`src/rtl/trg_pkg.sv`:
```
package trg_pkg;
    parameter int unsigned GRP_W    = 4;
    parameter int unsigned NUM_GRP  = 4;
    parameter int unsigned SEL_W    = 8;
    localparam int unsigned CH_W    = GRP_W * NUM_GRP;
    localparam int unsigned TAB_D   = 1 << GRP_W;
    localparam int unsigned CFG_W   = 3 * NUM_GRP + 2;
    localparam int unsigned TAG_W   = SEL_W - GRP_W;
    localparam int unsigned GLUE_POS = NUM_GRP;
    localparam int unsigned AUX_POS  = NUM_GRP + 1;
    localparam int unsigned EA_BASE  = NUM_GRP + 2;
    localparam int unsigned EB_BASE  = 2 * NUM_GRP + 2;
endpackage

```
`src/rtl/trg_cfg_store.sv`:
```
module trg_cfg_store
    import trg_pkg::*;
#(
    parameter logic [TAG_W-1:0] COMMIT_TAG = 4'h3
) (
    input  logic                             clk,
    input  logic                             rst_n,
    input  logic                             data_we_i,
    input  logic [CFG_W-1:0]                 data_i,
    input  logic                             sel_we_i,
    input  logic [SEL_W-1:0]                 sel_i,
    output logic [NUM_GRP-1:0][TAB_D-1:0]    vm_tab_o,
    output logic [NUM_GRP-1:0][TAB_D-1:0]    ea_tab_o,
    output logic [NUM_GRP-1:0][TAB_D-1:0]    eb_tab_o,
    output logic [TAB_D-1:0]                 glue_tab_o,
    output logic [TAB_D-1:0]                 aux_tab_o
);
    typedef struct packed {
        logic [CFG_W-1:0]              hold;
        logic [NUM_GRP-1:0][TAB_D-1:0] vm;
        logic [NUM_GRP-1:0][TAB_D-1:0] ea;
        logic [NUM_GRP-1:0][TAB_D-1:0] eb;
        logic [TAB_D-1:0]              glue;
        logic [TAB_D-1:0]              aux;
    } cfg_st_t;

    cfg_st_t           st_d, st_q;
    logic              commit;
    logic [GRP_W-1:0]  step;

    assign commit = sel_we_i && (sel_i[SEL_W-1:GRP_W] == COMMIT_TAG);
    assign step   = sel_i[GRP_W-1:0];

    always_comb begin
        st_d = st_q;
        if (data_we_i) begin
            st_d.hold = data_i;
        end
        if (commit) begin
            for (int g = 0; g < NUM_GRP; g++) begin
                st_d.vm[g][step] = st_q.hold[g];
                st_d.ea[g][step] = st_q.hold[EA_BASE + g];
                st_d.eb[g][step] = st_q.hold[EB_BASE + g];
            end
            st_d.glue[step] = st_q.hold[GLUE_POS];
            st_d.aux[step]  = st_q.hold[AUX_POS];
        end
    end

    always_ff @(posedge clk or negedge rst_n) begin
        if (!rst_n) begin
            st_q <= '0;
        end else begin
            st_q <= st_d;
        end
    end

    assign vm_tab_o   = st_q.vm;
    assign ea_tab_o   = st_q.ea;
    assign eb_tab_o   = st_q.eb;
    assign glue_tab_o = st_q.glue;
    assign aux_tab_o  = st_q.aux;

    p_hold_word_r5: assert property (@(posedge clk) disable iff (!rst_n)
        data_we_i |=> st_q.hold == $past(data_i));

    p_commit_column_r6: assert property (@(posedge clk) disable iff (!rst_n)
        commit |=> (glue_tab_o[$past(step)] == $past(st_q.hold[GLUE_POS]))
                && (vm_tab_o[0][$past(step)] == $past(st_q.hold[0])));

    p_foreign_select_r6: assert property (@(posedge clk) disable iff (!rst_n)
        !commit |=> $stable(vm_tab_o) && $stable(ea_tab_o) && $stable(eb_tab_o)
                 && $stable(glue_tab_o) && $stable(aux_tab_o));
endmodule

```
`src/rtl/trg_grp_match.sv`:
```
module trg_grp_match
    import trg_pkg::*;
(
    input  logic [NUM_GRP-1:0][TAB_D-1:0] tab_i,
    input  logic [CH_W-1:0]               smp_i,
    output logic                          hit_o
);
    logic [NUM_GRP-1:0] grp_hit;

    for (genvar g = 0; g < NUM_GRP; g++) begin : g_grp
        assign grp_hit[g] = tab_i[g][smp_i[g*GRP_W +: GRP_W]];
    end

    assign hit_o = &grp_hit;
endmodule

```
`src/rtl/trg_core.sv`:
```
module trg_core
    import trg_pkg::*;
#(
    parameter logic [15:0] FINAL_LUT = 16'hA000
) (
    input  logic              clk,
    input  logic              rst_n,
    input  logic              arm_i,
    input  logic              smp_valid_i,
    input  logic              vm_hit_i,
    input  logic              ea_hit_i,
    input  logic              eb_hit_i,
    input  logic              aux_hit_i,
    input  logic [TAB_D-1:0]  glue_tab_i,
    output logic              trig_o,
    output logic              triggered_o
);
    typedef struct packed {
        logic prev_valid;
        logic ea_prev;
        logic eb_prev;
        logic trig;
        logic fired;
    } core_st_t;

    core_st_t    st_d, st_q;
    logic [3:0]  glue_idx;
    logic        glue_hit;
    logic [3:0]  final_idx;
    logic        fire;

    assign glue_idx  = {st_q.eb_prev, eb_hit_i, st_q.ea_prev, ea_hit_i};
    assign glue_hit  = glue_tab_i[glue_idx];
    assign final_idx = {glue_hit, vm_hit_i, aux_hit_i, st_q.prev_valid};
    assign fire      = FINAL_LUT[final_idx] && !st_q.fired;

    always_comb begin
        st_d      = st_q;
        st_d.trig = 1'b0;
        if (arm_i) begin
            st_d.prev_valid = 1'b0;
            st_d.fired      = 1'b0;
        end else if (smp_valid_i) begin
            st_d.trig       = fire;
            st_d.fired      = st_q.fired || fire;
            st_d.ea_prev    = ea_hit_i;
            st_d.eb_prev    = eb_hit_i;
            st_d.prev_valid = 1'b1;
        end
    end

    always_ff @(posedge clk or negedge rst_n) begin
        if (!rst_n) begin
            st_q <= '0;
        end else begin
            st_q <= st_d;
        end
    end

    assign trig_o      = st_q.trig;
    assign triggered_o = st_q.fired;

    p_single_pulse_r7: assert property (@(posedge clk) disable iff (!rst_n)
        trig_o |=> !trig_o);

    p_flag_with_pulse_r9: assert property (@(posedge clk) disable iff (!rst_n)
        trig_o |-> triggered_o);

    p_flag_sticky_r9: assert property (@(posedge clk) disable iff (!rst_n)
        (triggered_o && !arm_i) |=> triggered_o);

    p_arm_clears_r9: assert property (@(posedge clk) disable iff (!rst_n)
        arm_i |=> (!triggered_o && !trig_o));

    p_idle_quiet_r11: assert property (@(posedge clk) disable iff (!rst_n)
        !smp_valid_i |=> !trig_o);

    p_first_sample_r8: assert property (@(posedge clk) disable iff (!rst_n)
        (smp_valid_i && !st_q.prev_valid) |=> !trig_o);

    p_glue_needed_r4: assert property (@(posedge clk) disable iff (!rst_n)
        (smp_valid_i && !glue_hit) |=> !trig_o);
endmodule

```
`src/rtl/trg_unit.sv`:
```
module trg_unit
    import trg_pkg::*;
#(
    parameter logic [15:0]      FINAL_LUT  = 16'hA000,
    parameter logic [TAG_W-1:0] COMMIT_TAG = 4'h3
) (
    input  logic              clk,
    input  logic              rst_n,
    input  logic              arm_i,
    input  logic              smp_valid_i,
    input  logic [CH_W-1:0]   smp_i,
    input  logic              cfg_data_we_i,
    input  logic [CFG_W-1:0]  cfg_data_i,
    input  logic              cfg_sel_we_i,
    input  logic [SEL_W-1:0]  cfg_sel_i,
    output logic              trig_o,
    output logic              triggered_o
);
    logic [NUM_GRP-1:0][TAB_D-1:0] vm_tab, ea_tab, eb_tab;
    logic [TAB_D-1:0]              glue_tab, aux_tab;
    logic                          vm_hit, ea_hit, eb_hit, aux_hit;

    trg_cfg_store #(.COMMIT_TAG(COMMIT_TAG)) u_cfg (
        .clk       (clk),
        .rst_n     (rst_n),
        .data_we_i (cfg_data_we_i),
        .data_i    (cfg_data_i),
        .sel_we_i  (cfg_sel_we_i),
        .sel_i     (cfg_sel_i),
        .vm_tab_o  (vm_tab),
        .ea_tab_o  (ea_tab),
        .eb_tab_o  (eb_tab),
        .glue_tab_o(glue_tab),
        .aux_tab_o (aux_tab)
    );

    trg_grp_match u_vm (.tab_i(vm_tab), .smp_i(smp_i), .hit_o(vm_hit));
    trg_grp_match u_ea (.tab_i(ea_tab), .smp_i(smp_i), .hit_o(ea_hit));
    trg_grp_match u_eb (.tab_i(eb_tab), .smp_i(smp_i), .hit_o(eb_hit));

    assign aux_hit = aux_tab[smp_i[GRP_W-1:0]];

    trg_core #(.FINAL_LUT(FINAL_LUT)) u_core (
        .clk         (clk),
        .rst_n       (rst_n),
        .arm_i       (arm_i),
        .smp_valid_i (smp_valid_i),
        .vm_hit_i    (vm_hit),
        .ea_hit_i    (ea_hit),
        .eb_hit_i    (eb_hit),
        .aux_hit_i   (aux_hit),
        .glue_tab_i  (glue_tab),
        .trig_o      (trig_o),
        .triggered_o (triggered_o)
    );
endmodule

```
`config.mk`:
```
export PLATFORM = sky130hd
export DESIGN_NAME = trg_unit
export DESIGN_NICKNAME = d
export VERILOG_FILES = /design/src/rtl/trg_pkg.sv /design/src/rtl/trg_cfg_store.sv /design/src/rtl/trg_grp_match.sv /design/src/rtl/trg_core.sv /design/src/rtl/trg_unit.sv
export SDC_FILE = /design/constraint.sdc
export NUM_CORES = 1
export LEC_CHECK = 0
export BUFFER_PORTS_ARGS = -buffer_cell sky130_fd_sc_hd__buf_2
export CORE_AREA = 10 10 159 161
export CTS_BUF_LIST = sky130_fd_sc_hd__clkbuf_4 sky130_fd_sc_hd__clkbuf_8 sky130_fd_sc_hd__clkbuf_16
export DETAILED_ROUTE_END_ITERATION = 8
export DIE_AREA = 0 0 169 171
export PLACE_DENSITY = 0.77
export SKIP_LAST_GASP = 1
export SLEW_MARGIN = 20
export SYNTH_ARGS = -nofsm -noshare
export SYNTH_HDL_FRONTEND = slang
export SYNTH_HIERARCHICAL = 1
export SYNTH_SLANG_ARGS = --single-unit
export TNS_END_PERCENT = 1
```
`constraint.sdc`:
```
create_clock -name clk -period 2.8 [get_ports clk]
set_clock_uncertainty 0.05 [all_clocks]
set_input_delay 0.14 -clock clk [delete_from_list [all_inputs] [get_ports clk]]
set_output_delay 0.14 -clock clk [all_outputs]
set_load 0.01 [all_outputs]
```
Word-level counts from Yosys, hierarchy flattened:

Memory sizes are Yosys's and may differ from the RTL's.
Index checks and enable logic that the tools add are counted.

* register bits after elaboration: 243
* bits in read-only memories: 16
* input port bits: 44
* output and inout bits: 2
* memories kept: 1

* magnitude comparators: 8
* equality and inequality tests: 1
* muxes and demuxes: 49
* bitwise logic cells: 1
* reduce and logical (&&, ||, !) cells: 10

Memories
* (name not given): depth 16, bits a word 1, read ports 1, clocked after Yosys merged registers in 0, write ports 0, line trg_core.sv:35 `assign fire = FINAL_LUT[final_idx] && !st_q.fired;`

Operator list (number)
* 16-bit bitwise mux: 14
* 1-bit binary-select mux with 4-bit select: 14
* 4-bit by 5-bit less-than comparator with 1-bit output (second input constant): 7
* 1-bit 2-to-1 mux: 19
* 4-bit AND reduction: 3
* 5-bit 2-to-1 mux: 1
* 1-bit demux with 4-bit select: 1
* 4-bit by 2-bit equality test with 1-bit output (second input constant): 1
* 4-bit by 1-bit greater-or-equal comparator with 1-bit output (second input constant): 1
* 1-bit logical AND: 3
* 2-bit AND reduction: 1
* 2-bit nonzero test: 1
* 1-bit zero test: 1
* 1-bit logical OR: 1
* 1-bit NOT: 1

Longest topological paths before layout:

* depth after elaboration: 11
* gate-level depth with buffers: 11

Cells and area by module:

Netlist, hierarchy kept.

Modules (own cells, without submodules)
* trg_cfg_store: times used 1, cells an instance 760, area each 10881.7 µm², seq. area each 5955.7 µm²
* trg_grp_match: times used 3, cells an instance 31, area each 551.8 µm², seq. area each 0.0 µm²
* trg_core: times used 1, cells an instance 29, area each 351.6 µm², seq. area each 125.1 µm²
* trg_unit: times used 1, cells an instance 7, area each 135.1 µm², seq. area each 0.0 µm²

Least setup slack after synthesis:

No wires, ideal clock.

* path type: register to register
* start: register u_cfg.st_q, in the netlist u_cfg/ea_tab_o[27]
* end: register u_core.st_q, in the netlist u_core/triggered_o
* arrival time: 2.100 ns
* required time: 2.612 ns
* slack: 0.512 ns
* cell stages (with the launch flop): 12
* cell sequence: dfrtp_1 buf_4 mux4_1 mux2i_1 mux2i_1 nand2_1 nor2_1 buf_6 mux4_2 nand2b_1 o311ai_1 nand3_1

* longest elaborated chain between the ends: 11

RTL lines
* start, declared: line trg_cfg_store.sv:27 `cfg_st_t st_d, st_q;`
* start signal, assigned: line trg_cfg_store.sv:54 `st_q <= st_d;`
* 1-bit binary-select mux with 4-bit select: line trg_grp_match.sv:11 `assign grp_hit[g] = tab_i[g][smp_i[g*GRP_W +: GRP_W]];`
* 1-bit 2-to-1 mux (not written as such): line trg_grp_match.sv:11
* 4-bit AND reduction: line trg_grp_match.sv:14 `assign hit_o = &grp_hit;`
* via ea_hit: line trg_unit.sv:21 `logic vm_hit, ea_hit, eb_hit, aux_hit;`
* 1-bit binary-select mux with 4-bit select: line trg_core.sv:33 `assign glue_hit = glue_tab_i[glue_idx];`
* 1-bit 2-to-1 mux (not written as such): line trg_core.sv:33
* memory 16 x 1 bit
* 1-bit 2-to-1 mux (not written as such): line trg_core.sv:35
* 1-bit logical AND: line trg_core.sv:35
* 1-bit logical OR: line trg_core.sv:45 `st_d.fired = st_q.fired || fire;`
* 5-bit 2-to-1 mux: line trg_core.sv:43 `end else if (smp_valid_i) begin`
* 1-bit 2-to-1 mux: line trg_core.sv:40 `if (arm_i) begin`
* end signal, assigned: line trg_core.sv:56 `st_q <= st_d;`
* end, declared: line trg_core.sv:26 `core_st_t st_d, st_q;`

The timed path passes the listed nets, and every way through them passes these cells. The select of a mux whose other input is x is not followed.
A chain may end at the register's enable or synchronous reset.

Final worst setup path:

* start: register u_cfg.st_q, in the netlist u_cfg/ea_tab_o[45]
* end: register u_core.st_q, in the netlist u_core/triggered_o

The elaborated chain is that of the path after synthesis.

==> results by group <==
Clocking
  – Clock Latency Late Sink: 0.50 ns
  – CTS buffer count: 23
  – Root Driver: clkbuf_16
  – Sink Count: 226
  – Max Root-Sink Buffers: 3
  – CTS tree: done
  – Htree depth: 1
  – Clock slew at reported path FFs: 0.06 ns

Power
  – Switch share: 22.0%
  – Cell Pwr Density: 598 nW/µm²
  – Tot Pwr: 7260 µW
  – Clock Power Share: 43.3%
  – Int Power: 5670 µW
  – Worst vdd ir: 0.000385 V
  – Sequential power share: 49.4%
  – Comb pwr share: 7.2%
  – Switch Pwr: 1590 µW
  – Static Leak: 0.00626 µW

Critical path
  – Critical Path End Type: flip-flop
  – Worst Path Buf+Inv: 0
  – CP top delay family: multiplexers
  – Required time of the critical path: 3.12 ns
  – CP Max Fanout: 7
  – CP Class: reg -> reg
  – Critical Path AT: 2.81 ns
  – Reg2reg path depth: 8
  – Slowest cell on crit path: mux4_1
  – CP cell instances: mux4_1, mux2i_1, mux2i_1, nand2_1, nor2_2, mux4_1, o211ai_1, nand3_1
  – WP depth: 8
  – Largest stage delay, worst path: 0.61 ns
  – Worst Setup Start Kind: flip-flop

Placed design
  – RD Place Congestion: 0.771
  – Post-DP HPWL: 14600 µm
  – I/O Buffers: 44

Detailed routing
  – 1st-pass router iterations: 4
  – Final Routed Wirelength: 23300 µm
  – DRC Markers: 0
  – Iteration-0 DRC count of the detailed router: 342
  – Post-route ant nets: 0
  – Via count: 5823
  – Vias per cell: 5.81
  – Wirelength per Cell: 23.2 µm

Timing
  – Sum Neg Setup Slack: 0 ns
  – Achievable Freq: 400 MHz
  – Worst slew pin tran: 0.904 ns
  – Fin. Hold Viols: 0
  – Min Hold Slack: 0.101 ns
  – Final setup fails: 0
  – Final min period: 2.50 ns
  – Slew headroom: 39.8%
  – RSZ-0062 raised after global routing: false
  – Final period utilization: 89.3%
  – Max-slew violation count: 0

Floorplan
  – # IOs: 46
  – Initial Utilization: 54.6%
  – Num rows: 55
  – Horiz. Die Dim: 169 µm
  – Die Ht: 171 µm
  – Total core area: 22200 µm²
  – Die area: 28900 µm²

Global routing
  – Largest net degree at the start of global routing: 118
  – Antenna violations before repair: 1
  – First-pass GRT wire length: 36900 µm
  – GRT Overall Usage: 16.2%
  – GRT overflow: 0
  – Vias in the first global route: 6488

Synthesis
  – Syn nets: 875
  – Mapped Cells: 831
  – Yosys warning count: 6
  – Syn Area/Cell: 14.6 µm²
  – Cell Area, Synth: 12100 µm²

Layout
  – Most common cell after layout, fill and taps aside: dfrtp_1
  – Layout cells sized above 1: 49.0%
  – Most frequent cells in the layout: dfrtp_1, mux2_2, mux4_1
  – Fill cell count: 1737
  – NumNets Final: 747
  – N_diodes: 0
  – Area Overhead vs Synth: 0.134%

Worst hold path
  – Hold Path Class: in -> reg
  – Worst hold stages: 3

Status
  – Status: completed

Flow run
  – MaxCap Viol Count: 0
==> worst paths after layout <==
check | startpoint | to | slack (ns)
max | u_cfg/ea_tab_o[45] | u_core/triggered_o | 0.30
min | smp_valid_i | u_core/glue_idx[1] | 0.10
max reg2reg | u_cfg/ea_tab_o[45] | u_core/triggered_o | 0.30
min reg2reg | u_core/triggered_o | u_core/trig_o | 0.41
max in group asynchronous | rst_n | u_cfg/glue_tab_o[14] | 1.65
min in group asynchronous | rst_n | u_cfg/eb_tab_o[40] | 0.27
==> power groups by stage <==
stage	combinational (µW)	sequential (µW)	clock (µW)
finish	524	3590	3150
global route	570	3620	3350
CTS	531	3590	3220
detailed placement	511	3650	0
global placement	487	3620	0
floorplan	535	3570	0
==> metrics by stage <==
stage               setup WS, ns  utilization [%]  instance area [µm²]  cells
floorplan                  0.512                -                12100    831
global placement          0.0155             50.4                11200    947
detailed placement        0.0116             50.4                11200    947
CTS                       0.0760             54.6                12100   1003
global route               0.126             54.7                12100   1003
finish                     0.300             54.7                12100   1003
==> registers in the layout, summed over array words and instances (netlist names) <==
name / count
u_cfg/ea_tab_o: 64
u_cfg/eb_tab_o: 64
u_cfg/vm_tab_o: 64
u_cfg/glue_tab_o: 16
u_cfg/st_q: 13
u_core/glue_idx: 2
u_core/final_idx: 1
u_core/trig_o: 1
u_core/triggered_o: 1
==> repair_timing <==
action | in CTS | in global routing
setup endpoints to repair | 0 | 2
resized for setup | 0 | 1
endpoints found under the hold margin | 126 | 0
hold buffers | 16 | 0
buffers inserted | 0 | 0
==> final cells by class <==
class,count,area [µm²],area share [%]
inverters,1,3.75,0.0309
well taps,285,357,2.94
repair buffers,89,621,5.11
clock buffers,36,717,5.90
flip-flops and latches,226,5660,46.5
multi-input cells,362,4730,38.9
clock inverters,4,70.1,0.577
==> worst reg2reg max path, stage by stage, from the launching register on <==
cell      delay [ns]
dfrtp_1         0.36
mux4_1          0.22
mux2i_1         0.08
mux2i_1         0.19
nand2_1         0.12
nor2_2          0.40
mux4_1          0.61
o211ai_1        0.24
nand3_1         0.10
==> per-layer routing <==
layer / wire length [µm] / vias to the layer above / global-route usage (%)
li1: - / 2567 / -
met1: 9800 / 3105 / 19.9
met2: 11800 / 102 / 28.4
met3: 915 / 49 / 2.43
met4: 750 / 0 / 5.70
met5: 0 / - / 0
Note: power is estimated with default switching activity, not from simulation.
